### src/rtl/csr_op_pkg.sv
package csr_op_pkg;
  localparam int ILEN      = 32;
  localparam int CSR_AW    = 12;
  localparam int REG_IW    = 5;
  localparam logic [6:0] OPC_SYSTEM = 7'b1110011;

  typedef enum logic [1:0] {
    K_NONE = 2'b00,
    K_SWAP = 2'b01,
    K_SET  = 2'b10,
    K_CLR  = 2'b11
  } csr_kind_e;

  typedef struct packed {
    logic              hit;
    csr_kind_e         kind;
    logic              use_imm;
    logic [CSR_AW-1:0] addr;
    logic [REG_IW-1:0] src_idx;
    logic [REG_IW-1:0] rd_idx;
  } csr_dec_t;
endpackage

### src/rtl/csr_op_decode.sv
module csr_op_decode
  import csr_op_pkg::*;
(
  input  logic            valid_i,
  input  logic [ILEN-1:0] instr_i,
  output csr_dec_t        dec_o
);
  logic [2:0] f3;
  logic       opc_ok;

  always_comb begin
    f3     = instr_i[14:12];
    opc_ok = (instr_i[6:0] == OPC_SYSTEM);
    dec_o.kind    = csr_kind_e'(f3[1:0]);
    dec_o.use_imm = f3[2];
    dec_o.hit     = valid_i && opc_ok && (f3[1:0] != 2'b00);
    dec_o.addr    = instr_i[31:20];
    dec_o.src_idx = instr_i[19:15];
    dec_o.rd_idx  = instr_i[11:7];
  end
endmodule

### src/rtl/csr_op_policy.sv
module csr_op_policy
  import csr_op_pkg::*;
(
  input  csr_dec_t dec_i,
  input  logic     ro_ext_i,
  output logic     rd_csr_o,
  output logic     wr_try_o,
  output logic     fault_o,
  output logic     rd_wb_o
);
  logic ro_space;

  always_comb begin
    ro_space = (dec_i.addr[CSR_AW-1:CSR_AW-2] == 2'b11) || ro_ext_i;
    // swap skips the read when rd is x0; set/clear always read
    rd_csr_o = dec_i.hit && ((dec_i.kind != K_SWAP) || (dec_i.rd_idx != '0));
    // set/clear skip the write when the source index (or immediate) is zero
    wr_try_o = dec_i.hit && ((dec_i.kind == K_SWAP) || (dec_i.src_idx != '0));
    fault_o  = wr_try_o && ro_space;
    rd_wb_o  = rd_csr_o && !fault_o && (dec_i.rd_idx != '0);
  end
endmodule

### src/rtl/csr_op_alu.sv
module csr_op_alu
  import csr_op_pkg::*;
#(
  parameter int XLEN = 32
) (
  input  csr_kind_e       kind_i,
  input  logic [XLEN-1:0] old_i,
  input  logic [XLEN-1:0] src_i,
  input  logic [XLEN-1:0] wmask_i,
  output logic [XLEN-1:0] new_o
);
  logic [XLEN-1:0] eff;

  always_comb begin
    eff = src_i & wmask_i;
    unique case (kind_i)
      K_SWAP:  new_o = (old_i & ~wmask_i) | eff;
      K_SET:   new_o = old_i | eff;
      K_CLR:   new_o = old_i & ~eff;
      default: new_o = old_i;
    endcase
  end
endmodule

### src/rtl/csr_op_unit.sv
module csr_op_unit
  import csr_op_pkg::*;
#(
  parameter int XLEN = 32
) (
  input  logic              clk,
  input  logic              rst,
  input  logic              in_valid_i,
  input  logic [ILEN-1:0]   instr_i,
  input  logic [XLEN-1:0]   rs1_val_i,
  input  logic [XLEN-1:0]   csr_rdata_i,
  input  logic [XLEN-1:0]   csr_wmask_i,
  input  logic              csr_ro_i,
  output logic [CSR_AW-1:0] csr_addr_o,
  output logic              csr_re_o,
  output logic              done_o,
  output logic              csr_we_o,
  output logic [CSR_AW-1:0] csr_waddr_o,
  output logic [XLEN-1:0]   csr_wdata_o,
  output logic              rd_we_o,
  output logic [REG_IW-1:0] rd_idx_o,
  output logic [XLEN-1:0]   rd_wdata_o,
  output logic              illegal_o
);
  localparam int PAD_W = XLEN - REG_IW;

  csr_dec_t        dec;
  logic            rd_csr, wr_try, fault, rd_wb;
  logic [XLEN-1:0] src, new_val;

  csr_op_decode u_dec (
    .valid_i (in_valid_i),
    .instr_i (instr_i),
    .dec_o   (dec)
  );

  csr_op_policy u_pol (
    .dec_i    (dec),
    .ro_ext_i (csr_ro_i),
    .rd_csr_o (rd_csr),
    .wr_try_o (wr_try),
    .fault_o  (fault),
    .rd_wb_o  (rd_wb)
  );

  always_comb begin
    src = dec.use_imm ? {{PAD_W{1'b0}}, dec.src_idx} : rs1_val_i;
  end

  csr_op_alu #(.XLEN(XLEN)) u_alu (
    .kind_i  (dec.kind),
    .old_i   (csr_rdata_i),
    .src_i   (src),
    .wmask_i (csr_wmask_i),
    .new_o   (new_val)
  );

  assign csr_addr_o = dec.addr;
  assign csr_re_o   = rd_csr;

  always_ff @(posedge clk) begin
    if (rst) begin
      done_o      <= 1'b0;
      csr_we_o    <= 1'b0;
      csr_waddr_o <= '0;
      csr_wdata_o <= '0;
      rd_we_o     <= 1'b0;
      rd_idx_o    <= '0;
      rd_wdata_o  <= '0;
      illegal_o   <= 1'b0;
    end else begin
      done_o      <= dec.hit;
      csr_we_o    <= wr_try && !fault;
      csr_waddr_o <= dec.addr;
      csr_wdata_o <= new_val;
      rd_we_o     <= rd_wb;
      rd_idx_o    <= dec.rd_idx;
      rd_wdata_o  <= csr_rdata_i;
      illegal_o   <= fault;
    end
  end
endmodule

### config.mk
export PLATFORM = sky130hd
export DESIGN_NAME = csr_op_unit
export DESIGN_NICKNAME = d
export VERILOG_FILES = /design/src/rtl/csr_op_pkg.sv /design/src/rtl/csr_op_decode.sv /design/src/rtl/csr_op_policy.sv /design/src/rtl/csr_op_alu.sv /design/src/rtl/csr_op_unit.sv
export SDC_FILE = /design/constraint.sdc
export NUM_CORES = 1
export LEC_CHECK = 0
export BUFFER_PORTS_ARGS = -buffer_cell sky130_fd_sc_hd__buf_4
export CORE_MARGIN = 2
export CORE_UTILIZATION = 47
export CTS_CLUSTER_SIZE = 25
export DETAILED_ROUTE_END_ITERATION = 8
export HOLD_SLACK_MARGIN = 0.03
export PLACE_DENSITY = 0.86
export SYNTH_ARGS = -nofsm -noshare
export SYNTH_HDL_FRONTEND = slang
export SYNTH_SLANG_ARGS = --single-unit
export TNS_END_PERCENT = 20
### constraint.sdc
create_clock -name clk -period 4.2 [get_ports clk]
set_input_delay 0.63 -clock clk [delete_from_list [all_inputs] [get_ports clk]]
set_output_delay 0.63 -clock clk [all_outputs]
set_load 0.1 [all_outputs]
After elaboration in Yosys (flattened, before gate mapping):

Cells that the tools add are included.

* add/sub/neg operators: 0
* multipliers: 0
* divide/modulo/power cells: 0
* magnitude comparators: 0
* eq/ne operators: 6
* shift operators: 0
* mux-type cells: 2
* bitwise operators: 7
* reduce and logical (&&, ||, !) cells: 15

Operator list (number)
* AND 32 bit: 3
* case mux 32 bit (3 select lines): 1
* inverter 32 bit: 2
* OR 32 bit: 2
* two-way mux 32 bit: 1
* nonzero test 5 bit: 2
* logical AND 1 bit: 8
* equality test 7 bit, second input constant: 1
* equality test 2 bit, second input constant: 3
* logical OR 1 bit: 3
* equality test 2 x 1 -> 1 bit, second input constant: 1
* inequality test 2 x 1 -> 1 bit, second input constant: 1
* nonzero test 2 bit: 1
* logical NOT 1 bit: 1

* register bits: 85
* latch bits: 0
* RAM bits: 0
* ROM bits: 0
* bits of input ports: 132
* output and inout port bits: 98
* word-level logic and storage cells: 38
* memories kept: 0

Logic depth before layout (Yosys ltp):

* depth after elaboration: 8
* depth in mapped cells: 7
* mapped depth without buffers: 6

Modules after synthesis:

From an unflattened synthesis, not the netlist that was laid out.

* cell total of the unflattened synthesis: 434
* area total of the unflattened synthesis: 4042.6 µm²

Modules (own cells, without submodules)
* csr_op_unit: instances 1, cells an instance 214, area an instance 2555.0 µm², seq. area each 1701.6 µm²
* csr_op_alu: instances 1, cells an instance 181, area an instance 1186.1 µm², seq. area each 0.0 µm²
* csr_op_decode: instances 1, cells an instance 29, area an instance 219.0 µm², seq. area each 0.0 µm²
* csr_op_policy: instances 1, cells an instance 10, area an instance 82.6 µm², seq. area each 0.0 µm²

Worst setup path before layout:

No wires, ideal clock.

* path kind: input-to-output
* start: input port instr_i[12]
* end: output port csr_re_o
* arrival: 3.462 ns
* required time: 3.570 ns
* slack: 0.108 ns
* stages on the path: 5
* buffers on the path: 1
* path through: inv_1 -> ha_1 -> buf_4 -> nand3b_1 -> a211oi_1

* word-level cells in the longest chain between the ends: 3
* elaborated cells on any way between the ends: 5
* classes of those cells: 1 x eq/ne; 4 x reduce/logical

RTL lines
* from (decl): RTL line csr_op_unit.sv:9 `input logic [ILEN-1:0] instr_i,`
* inequality test 2 x 1 -> 1 bit or nonzero test 2 bit (tied branches): RTL line csr_op_policy.sv:16, csr_op_decode.sv:16
* logical OR 1 bit or logical AND 1 bit (tied branches): RTL line csr_op_policy.sv:16, csr_op_decode.sv:16
* logical AND 1 bit (*): RTL line csr_op_policy.sv:16 `rd_csr_o = dec_i.hit && ((dec_i.kind != K_SWAP) || (dec_i.rd_idx != '0));`
* to (decl): RTL line csr_op_unit.sv:15 `output logic csr_re_o,`

Mark *: on every way between the ends. The rest lies on a longest branch, timed or not.

Worst setup path in the final report:

* start: input port instr_i[7]
* end: output port csr_re_o

* word-level cells in the longest chain between the ends: 3

RTL lines (RTL line)
* nonzero test 5 bit: csr_op_policy.sv:16
* logical OR 1 bit: csr_op_policy.sv:16
* logical AND 1 bit: csr_op_policy.sv:16

No other way between the ends.

==> impl_metrics.json <==
{
  "drv_slew": 0,
  "cts.clk_slew.worst_paths_ns": 0.10,
  "wl_per_cell_microns": 17.2,
  "cp-startpoint": "instr_i[7]",
  "finalHoldViolations": 0,
  "syn2layout_area_growth_pct": 48.1,
  "die_x_microns": 94.0,
  "hold_path_class": "primary input to flip-flop",
  "num_antenna_cells": 0,
  "worst_setup_path_start_kind": "primary input",
  "place_congestion": 0.827,
  "min_from": "csr_rdata_i[21]",
  "synth.ff_latch_count": 85,
  "post_cts_buffers": 0,
  "p_seq_share_pct": 38.2,
  "layout_common_cells": "buf_4 (231), dfxtp_1 (85), nor2b_1 (44)",
  "synth_cells": 401,
  "row_count": 32,
  "critPathTopFamily": "simple AND/OR/NAND/NOR gates",
  "post-route-period-util_pct": 57.1,
  "drv_cap": 0,
  "antenna_found_initial": 0,
  "setup_viol": 0,
  "regArea_sq_mm": 0.00170,
  "finalHoldWorstSlack_ns": 0.490,
  "nFillCells": 585,
  "ir_drop_uv": 213,
  "drtPass1Iterations": 4,
  "dr_total_vias": 3753,
  "crit_required_ns": 3.57,
  "grt_pass1_vias": 3552,
  "grt_usage_pct": 25.9,
  "pin_count": 230,
  "power_leakage_nw": 2.60,
  "yosys_warnings": 0,
  "p_comb_share_pct": 34.3,
  "die_y_microns": 94.0,
  "multi_input_comb_area_sq_mm": 0.00183,
  "grt_remaining_overflow": 0,
  "layout-drive-gt1-share_pct": 43.0,
  "cp.arrival_ns": 1.77,
  "sw_frac_of_total_pct": 39.4,
  "start_util_pct": 49.0,
  "drcViolationCount": 0,
  "grt_start_max_net_pins": 83,
  "fmax_mhz": 417,
  "cts_tree": "built",
  "cts.sinks": 85,
  "ant_nets": 0,
  "critPathMostFrequentCell": "buf_4",
  "pwr-share-clk_pct": 27.5,
  "max_slew_margin_pct": 34.3,
  "grt_setup_unrepaired": "false",
  "coreArea_sq_mm": 0.00777,
  "switchingPower_w": 0.000894,
  "cts_resized": 0,
  "path_cells": "buf_4 -> or4_1 -> nor2_1 -> a211oi_1 -> buf_4",
  "criticalPathCategory": "primary input to output port",
  "critPathMaxFanout": 2,
  "final_common_cell": "buf_4",
  "ys_types": 31,
  "place_area_sq_mm": 0.00542,
  "final.setup.tns_ns": 0,
  "post-dp-hpwl_microns": 8770,
  "avgViaCountPerCell": 5.32,
  "clockBufferDepth": 2,
  "grt_pass1_wl_microns": 17600,
  "cts_buffers": 9,
  "p_int_w": 0.00138,
  "root_buffer": "clkbuf_8",
  "powerDensity_mw_per_mm2": 403,
  "critPathBufInv": 2,
  "synth_seq_area_share_pct": 44.7,
  "worst_pin_slew_ns": 0.985,
  "drt-initial-drc-count": 187,
  "crit_path_end_kind": "output port",
  "synth.avg_cell_area_sq_um": 9.49,
  "htree_levels": 3,
  "fin_crit_ns": 2.40,
  "cp_slowest_cell": "or4_1",
  "max_stage_delay_ns": 0.50,
  "dieArea_sq_mm": 0.00883,
  "netlist_area_sq_mm": 0.00380,
  "fin_area_sq_mm": 0.00563,
  "outcome": "complete, no violations",
  "drt-total-wl_microns": 12100,
  "hold_buffers": 0,
  "nets": 735,
  "syn_nets": 537,
  "io_buffers": 229
}
logic make-up (layout without fill, tap and decap cells):
logic type                 after synthesis  after routing  share of synthesized area [%]
adders and majority gates                4              4                           1.32
and+or+nand+nor                        179            179                           29.7
muxes                                    5              5                           1.78
AOI/OAI and AO/OA                       77             77                           15.4
buffers and inverters                   51            254                           7.17
DFF                                     85             85                           44.7
cell usage after synthesis, drive strengths merged:
cell	count	area (sq um)
ha	4	50.1
nor4	1	6.26
a31oi	10	62.6
nor2b	44	275
and2	1	6.26
or3	1	6.26
or3b	27	236
a21oi	34	181
buf	22	160
a211oi	1	7.51
or4	1	7.51
nand4	1	6.26
nand3b	28	210
dfxtp	85	1700
nor3b	1	7.51
mux2	5	67.6
nand2b	32	200
nor3	1	10.0
inv	7	26.3
clkbuf	22	86.3
nor2	7	26.3
nand2	33	124
a221o	27	270
a221oi	5	62.6
and3	1	6.26
metal layers:
layer  routed length [microns]  vias up  share of wire [%]  track usage, %
li1                          -     1788                  -               -
met5                         0        -                  0               0
met3                       968       27                8.0            6.90
met4                       371        0                3.1            10.6
met1                      4370     1762                 36            27.8
met2                      6400      176                 53            47.6
sequential cells by signal, indices dropped and copies added (netlist names):
signal	flops
csr_waddr_o	12
rd_we_o	1
rd_wdata_o	32
rd_idx_o	5
csr_wdata_o	32
csr_we_o	1
done_o	1
illegal_o	1
metrics by stage:
step / total power (W) / std cells / worst slack (ns) / util, %
after global placement: 0.00165 / 690 / 1.82 / 69.8
after floorplan: 0.00145 / 401 / 0.108 / -
final: 0.00227 / 706 / 1.80 / 72.5
after CTS: 0.00228 / 706 / 1.78 / 72.5
after global routing: 0.00234 / 706 / 1.73 / 72.5
after detailed placement: 0.00166 / 690 / 1.78 / 69.8
area by class of cell:
type                       count  area share [%]
clock buffer                   9            2.20
clock inverter                 7            1.55
inverter                       7           0.466
multi-input combinational    265            32.5
sequential                    85            30.2
tap                          102            2.27
timing repair buffer         231            30.8
power groups by stage:
stage	registers, W	clock network, W	logic [W]
global route	0.000871	0.000665	0.000809
floorplan	0.00123	0	0.000215
detailed placement	0.000886	0	0.000776
global placement	0.000884	0	0.000765
finish	0.000867	0.000624	0.000778
CTS	0.000867	0.000636	0.000778
path summary, 6_finish.rpt:
path	cells past startpoint	endpoint	slack [ns]
setup / recovery	5	csr_re_o	1.80
hold / removal	2	rd_wdata_o[21]$_SDFF_PP0_	0.49
Power figures use the tool's default switching activity.
